===== src/rtl/led_key_pkg.sv =====
package led_key_pkg;

    localparam int FRAME_LEN = 24;
    localparam int CNT_W     = $clog2(FRAME_LEN + 1);
    localparam int KEY_W     = 5;

    typedef logic [FRAME_LEN-1:0] word_t;
    typedef logic [CNT_W-1:0]     cnt_t;
    typedef logic [KEY_W-1:0]     key_t;

    typedef enum logic {
        ST_IDLE,
        ST_SEND
    } tx_state_e;

    // Limit a requested key length to the frame length.
    function automatic cnt_t clamp_key(key_t k);
        if (int'(k) > FRAME_LEN) return cnt_t'(FRAME_LEN);
        return cnt_t'(k);
    endfunction

    // Index of the first serial clock cycle that carries latch-enable.
    function automatic cnt_t first_key_cycle(cnt_t n);
        return cnt_t'(FRAME_LEN) - n;
    endfunction

endpackage


===== src/rtl/lk_half_divider.sv =====
module lk_half_divider #(
    parameter int HALF_DIV = 2
) (
    input  logic clk,
    input  logic rst,
    input  logic run,
    output logic edge_o
);
    localparam int DW = (HALF_DIV > 1) ? $clog2(HALF_DIV) : 1;
    localparam logic [DW-1:0] LAST = DW'(HALF_DIV - 1);

    logic [DW-1:0] cnt;

    always_ff @(posedge clk) begin
        if (rst || !run) begin
            cnt <= '0;
        end else if (cnt == LAST) begin
            cnt <= '0;
        end else begin
            cnt <= cnt + 1'b1;
        end
    end

    assign edge_o = run && (cnt == LAST);


    div_idle_zero_chk: assert property (@(posedge clk) disable iff (rst)
        !run |=> (cnt == '0));
endmodule


===== src/rtl/lk_shift_out.sv =====
module lk_shift_out
    import led_key_pkg::*;
(
    input  logic  clk,
    input  logic  rst,
    input  logic  load,
    input  word_t word_i,
    input  logic  shift,
    output logic  sdo_o
);
    word_t sh;

    always_ff @(posedge clk) begin
        if (rst) begin
            sh <= '0;
        end else if (load) begin
            sh <= word_i;
        end else if (shift) begin
            sh <= {sh[FRAME_LEN-2:0], 1'b0};
        end
    end

    assign sdo_o = sh[FRAME_LEN-1];
endmodule


===== src/rtl/lk_key_counter.sv =====
module lk_key_counter
    import led_key_pkg::*;
(
    input  logic clk,
    input  logic rst,
    input  logic load,
    input  key_t key_i,
    input  logic fall,
    output logic latch_o,
    output logic last_o
);
    cnt_t cyc;
    cnt_t nkey;
    cnt_t nxt;
    cnt_t req;
    logic lat;

    assign req    = clamp_key(key_i);
    assign nxt    = cyc + 1'b1;
    assign last_o = fall && (cyc == cnt_t'(FRAME_LEN - 1));

    always_ff @(posedge clk) begin
        if (rst) begin
            cyc  <= '0;
            nkey <= '0;
            lat  <= 1'b0;
        end else if (load) begin
            cyc  <= '0;
            nkey <= req;
            lat  <= (req == cnt_t'(FRAME_LEN));
        end else if (fall) begin
            if (last_o) begin
                cyc <= '0;
                lat <= 1'b0;
            end else begin
                cyc <= nxt;
                lat <= (nxt >= first_key_cycle(nkey));
            end
        end
    end

    assign latch_o = lat;


    cycle_bound_chk: assert property (@(posedge clk) disable iff (rst)
        cyc <= cnt_t'(FRAME_LEN - 1));


    latch_falls_at_end_chk: assert property (@(posedge clk) disable iff (rst)
        $fell(lat) |-> $past(last_o));
endmodule


===== src/rtl/key_frame_tx.sv =====
module key_frame_tx
    import led_key_pkg::*;
#(
    parameter int HALF_DIV = 2
) (
    input  logic        clk,
    input  logic        rst,
    input  logic        start_i,
    input  logic [23:0] word_i,
    input  logic [4:0]  key_i,
    output logic        busy_o,
    output logic        done_o,
    output logic        sclk_o,
    output logic        sdo_o,
    output logic        latch_o
);
    tx_state_e state;
    logic      sclk_q;
    logic      done_q;
    logic      tick;
    logic      fall;
    logic      last;
    logic      accept;

    assign accept = start_i && (state == ST_IDLE);
    assign fall   = tick && sclk_q;

    lk_half_divider #(.HALF_DIV(HALF_DIV)) i_div (
        .clk    (clk),
        .rst    (rst),
        .run    (state == ST_SEND),
        .edge_o (tick)
    );

    lk_shift_out i_shift (
        .clk    (clk),
        .rst    (rst),
        .load   (accept),
        .word_i (word_t'(word_i)),
        .shift  (fall),
        .sdo_o  (sdo_o)
    );

    lk_key_counter i_key (
        .clk     (clk),
        .rst     (rst),
        .load    (accept),
        .key_i   (key_t'(key_i)),
        .fall    (fall),
        .latch_o (latch_o),
        .last_o  (last)
    );

    always_ff @(posedge clk) begin
        if (rst) begin
            state  <= ST_IDLE;
            sclk_q <= 1'b0;
            done_q <= 1'b0;
        end else begin
            done_q <= 1'b0;
            if (accept) begin
                state  <= ST_SEND;
                sclk_q <= 1'b0;
            end else if (state == ST_SEND && tick) begin
                sclk_q <= ~sclk_q;
                if (last) begin
                    state  <= ST_IDLE;
                    done_q <= 1'b1;
                end
            end
        end
    end

    assign busy_o = (state == ST_SEND);
    assign done_o = done_q;
    assign sclk_o = sclk_q;


    idle_lines_low_chk: assert property (@(posedge clk) disable iff (rst)
        !busy_o |-> (!sclk_o && !sdo_o && !latch_o));


    sdo_hold_chk: assert property (@(posedge clk) disable iff (rst)
        sclk_o |-> $stable(sdo_o));


    latch_hold_chk: assert property (@(posedge clk) disable iff (rst)
        sclk_o |-> $stable(latch_o));


    done_single_chk: assert property (@(posedge clk) disable iff (rst)
        done_o |=> !done_o);


    done_not_busy_chk: assert property (@(posedge clk) disable iff (rst)
        done_o |-> !busy_o);


    busy_start_ignored_chk: assert property (@(posedge clk) disable iff (rst)
        (busy_o && start_i) |=> (busy_o || done_o));
endmodule


===== config.mk =====
export PLATFORM = sky130hd
export DESIGN_NAME = key_frame_tx
export DESIGN_NICKNAME = d
export VERILOG_FILES = /design/src/rtl/led_key_pkg.sv /design/src/rtl/lk_half_divider.sv /design/src/rtl/lk_shift_out.sv /design/src/rtl/lk_key_counter.sv /design/src/rtl/key_frame_tx.sv
export SDC_FILE = /design/constraint.sdc
export NUM_CORES = 1
export LEC_CHECK = 0
export CAP_MARGIN = 10
export CORE_MARGIN = 2
export CORE_UTILIZATION = 46
export DETAILED_ROUTE_END_ITERATION = 8
export GPL_TIMING_DRIVEN = 0
export PLACE_DENSITY = 0.73
export SYNTH_ARGS = -nofsm -noshare
export SYNTH_HDL_FRONTEND = slang
export SYNTH_SLANG_ARGS = --single-unit

===== constraint.sdc =====
create_clock -name clk -period 1.9 [get_ports clk]
set_input_delay 0.38 -clock clk [delete_from_list [all_inputs] [get_ports clk]]
set_output_delay 0.38 -clock clk [all_outputs]
set_load 0.01 [all_outputs]

==> impl_metrics.xml <==
<?xml version="1.0" encoding="UTF-8"?>
<metrics>
  <group name="outcome">
    <metric name="status" unit="">finished clean</metric>
  </group>
  <group name="setup_path">
    <metric name="end_kind" unit="">flip-flop</metric>
    <metric name="critPathKind" unit="">flip-flop to flip-flop</metric>
    <metric name="crit_fanout" unit="">5</metric>
    <metric name="path_cells" unit="">ha_2, nand3_1, xnor2_1, ha_1, a2111oi_2, a211oi_1</metric>
    <metric name="start_kind" unit="">flip-flop</metric>
    <metric name="cp_peak_stage_delay" unit="ns">0.37</metric>
    <metric name="cp_data_required_time" unit="ns">2.06</metric>
    <metric name="crit_path_dat" unit="ns">1.93</metric>
    <metric name="critical_path.slowest_cell" unit="">sky130_fd_sc_hd__dfxtp_2</metric>
  </group>
  <group name="min_path">
    <metric name="hold_class" unit="">flip-flop to flip-flop</metric>
  </group>
  <group name="pwr">
    <metric name="sw_frac_of_total" unit="%">24.5</metric>
    <metric name="power.static_leakage" unit="nW">0.861</metric>
    <metric name="finalPower" unit="W">0.00169</metric>
    <metric name="vdd_ir_drop_max" unit="V">0.000325</metric>
    <metric name="power.combinational.fraction" unit="%">13.6</metric>
    <metric name="clock_power_share" unit="%">33.3</metric>
    <metric name="sequentialPowerShare" unit="%">53.1</metric>
    <metric name="p_int" unit="W">0.00128</metric>
    <metric name="switchingPower" unit="W">0.000414</metric>
    <metric name="power_per_unit_of_standard_cell_area" unit="nW/um^2">728</metric>
  </group>
  <group name="placement">
    <metric name="dp_hpwl" unit="mm">2.86</metric>
    <metric name="gp_congestion" unit="">0.762</metric>
    <metric name="preCtsSetupSlack" unit="ns">-0.0140</metric>
    <metric name="portBuffers" unit="">35</metric>
  </group>
  <group name="timing">
    <metric name="slew_viol_final" unit="">0</metric>
    <metric name="timing.final.hold_violations" unit="">0</metric>
    <metric name="fmaxAchievable" unit="GHz">0.566</metric>
    <metric name="max_slew_margin" unit="%">69.2</metric>
    <metric name="grt_setup_unrepaired" unit="">false</metric>
    <metric name="part_of_the_cycle_the_worst_path_needs" unit="%">93.0</metric>
    <metric name="fin_crit" unit="ns">1.77</metric>
    <metric name="post-route-worst-setup-slack" unit="ns">0.134</metric>
    <metric name="fin_tns_setup" unit="ns">0</metric>
    <metric name="clock_skew" unit="ns">0.00575</metric>
    <metric name="setup_viol" unit="">0</metric>
    <metric name="worst_pin_slew" unit="ns">0.461</metric>
  </group>
  <group name="die">
    <metric name="chip_width" unit="um">66.8</metric>
    <metric name="design.core.area" unit="um^2">3720</metric>
    <metric name="initial_utilization" unit="%">48.8</metric>
    <metric name="die_area" unit="um^2">4460</metric>
    <metric name="placementRows" unit="">22</metric>
    <metric name="die_h" unit="um">66.8</metric>
    <metric name="io_pins" unit="">37</metric>
  </group>
  <group name="synth">
    <metric name="synth.cell_area" unit="um^2">1810</metric>
    <metric name="synth_compound_area_share" unit="%">19.3</metric>
    <metric name="synth_fp_nets" unit="">264</metric>
    <metric name="ys_warn_count" unit="">0</metric>
    <metric name="synth_area_in_adders" unit="%">4.83</metric>
    <metric name="yosys_register_bits" unit="">39</metric>
    <metric name="synth.top_cell.area_share" unit="%">43.1</metric>
    <metric name="synthSimpleGateAreaFrac" unit="%">23.9</metric>
    <metric name="synth_sequential_area_ratio" unit="%">43.1</metric>
    <metric name="combinational_family_with_the_most_area_after_synthesis" unit="">simple AND/OR/NAND/NOR gates</metric>
    <metric name="biggest_area_consumer_among_synthesized_cells" unit="">sky130_fd_sc_hd__dfxtp_1</metric>
    <metric name="synthXorXnorAreaFrac" unit="%">3.38</metric>
    <metric name="synth.lib_cells_used.distinct" unit="">27</metric>
    <metric name="postSynthAreaPerCell" unit="um^2">8.06</metric>
    <metric name="yosys-top-cells-area" unit="">sky130_fd_sc_hd__dfxtp_1 (43%), sky130_fd_sc_hd__nand2_1 (11%), sky130_fd_sc_hd__a311oi_1 (11%)</metric>
    <metric name="synth.area.mux_share" unit="%">0</metric>
    <metric name="synth_instances" unit="">225</metric>
  </group>
  <group name="layout">
    <metric name="multi_input_comb_area" unit="um^2">941</metric>
    <metric name="layout.area.seq" unit="um^2">783</metric>
    <metric name="layout.nets" unit="">306</metric>
    <metric name="most-common-layout-cells" unit="">sky130_fd_sc_hd__nand2_1 (55), sky130_fd_sc_hd__dfxtp_1 (37), sky130_fd_sc_hd__clkdlybuf4s50_1 (35)</metric>
    <metric name="insertedDiodeCount" unit="">0</metric>
    <metric name="synthToLayoutAreaGrowth" unit="%">28.1</metric>
    <metric name="final_common_cell" unit="">sky130_fd_sc_hd__nand2_1</metric>
    <metric name="post-route-util" unit="%">62.5</metric>
    <metric name="drive_gt1_share" unit="%">7.49</metric>
    <metric name="fillerInstances" unit="">347</metric>
  </group>
  <group name="detailed_routing">
    <metric name="drtIter0Drc" unit="">110</metric>
    <metric name="via_per_inst" unit="">5.37</metric>
    <metric name="route.antenna.remaining_nets" unit="">0</metric>
    <metric name="drt-total-wl" unit="mm">3.98</metric>
    <metric name="routedWlPerCell" unit="um">12.6</metric>
    <metric name="drc" unit="">0</metric>
    <metric name="drt-pass1-iter-count" unit="">4</metric>
    <metric name="route.vias.total" unit="">1690</metric>
  </group>
  <group name="grt">
    <metric name="grt_pass1_wl" unit="mm">6.53</metric>
    <metric name="first_global_vias" unit="">1478</metric>
    <metric name="grt_overflow" unit="">0</metric>
    <metric name="maximum_number_of_pins_on_one_net_before_global_route_repair" unit="">12</metric>
    <metric name="grt.total_usage" unit="%">19.2</metric>
    <metric name="antenna_found_initial" unit="">0</metric>
  </group>
  <group name="cts">
    <metric name="cts.path.max_buffers" unit="">2</metric>
    <metric name="clock_sinks" unit="">39</metric>
    <metric name="tritoncts.num_buffers" unit="">5</metric>
    <metric name="clk_transition_reported_paths" unit="ns">0.08</metric>
    <metric name="ctsRootBufferMaster" unit="">sky130_fd_sc_hd__clkbuf_8</metric>
    <metric name="post-cts-setup-buffer-count" unit="">0</metric>
    <metric name="cts_htree_levels" unit="">2</metric>
    <metric name="worstSkewPairLatency" unit="ns">0.29</metric>
    <metric name="cts_tree" unit="">done</metric>
  </group>
  <group name="job">
    <metric name="timing.max_cap.violations" unit="">0</metric>
  </group>
</metrics>
## final timing paths
check	end	start	cells past startpoint	slack, ns
setup / recovery	i_key.latch_o	i_key.cyc[0]	6	0.13
hold / removal	i_shift.sh[16]	i_shift.sh[15]	2	0.48
setup reg to reg	i_key.latch_o	i_key.cyc[0]	6	0.13
hold reg to reg	i_shift.sh[16]	i_shift.sh[15]	2	0.48
## critical path: cells and delay by family, from the launching register on
family / cells / cell delay (ns)
xor+xnor: 1 / 0.14
compound gates: 2 / 0.46
fa+ha+maj: 2 / 0.56
simple gates: 1 / 0.10
flops: 1 / 0.37
## cells by family after synthesis
logic type,Yosys count
xor gates and xnor gates,7
and+or+nand+nor,104
adders and majority gates,7
AOI/OAI and AO/OA,46
buffers and inverters,22
DFF,39
## synthesized netlist by cell type, drive strengths merged
cell and instances:
a2111oi 1, a211oi 4, a21oi 9, a22oi 5
a311oi 23, and3 2, and4b 1, buf 8
clkbuf 9, dfxtp 39, ha 7, inv 5
nand2 55, nand2b 1, nand3 5, nor2 30
nor2b 2, nor3 6, nor3b 1, o21a 1
o21ai 3, or4b 1, xnor2 4, xor2 3
## power groups by stage
stage	sequential (W)	clock, W	combinational [W]
after floorplan	0.000911	0	0.000125
after global placement	0.000914	0	0.000225
after detailed placement	0.000916	0	0.000228
after CTS	0.000897	0.000571	0.000230
after global routing	0.000905	0.000616	0.000257
final	0.000897	0.000563	0.000230
## stage by stage
step	instance area (um^2)	hold WS, ns	std cells
after floorplan	1810	0.448	225
after global placement	2220	0.459	308
after detailed placement	2220	0.471	308
after CTS	2310	0.482	315
after global routing	2320	0.507	315
final	2320	0.478	315
## flip-flops by register name, summed over array words and instances, names as in the netlist
name and cells:
i_key.cyc 5, sclk_o 1, done_o 1, i_shift.sh 24
busy_o 1, i_key.nkey 5, i_key.latch_o 1, i_div.cnt 1
## routing by layer
metal	up-vias	GRT usage [%]	wire [um]
met5	-	0	0
met4	0	6.12	58
met3	6	5.57	230
met1	777	26.6	1990
li1	868	-	-
met2	39	28.5	1700
## timing repair
action,4_1_cts,5_1_grt
hold buffers,0,0
setup endpoints to repair,1,1
gates resized for setup,1,5
## final cells by class
| class | instances | area share (%) |
|---|---|---|
| Clock inverter | 1 | 0.216 |
| Buffer | 17 | 3.50 |
| Multi-Input combinational cell | 164 | 40.5 |
| Clock buffer | 6 | 3.56 |
| Inverter | 5 | 0.808 |
| Tap cell | 48 | 2.59 |
| Timing Repair Buffer | 35 | 15.1 |
| Sequential cell | 39 | 33.7 |
Note: power is estimated with default switching activity, not from simulation.
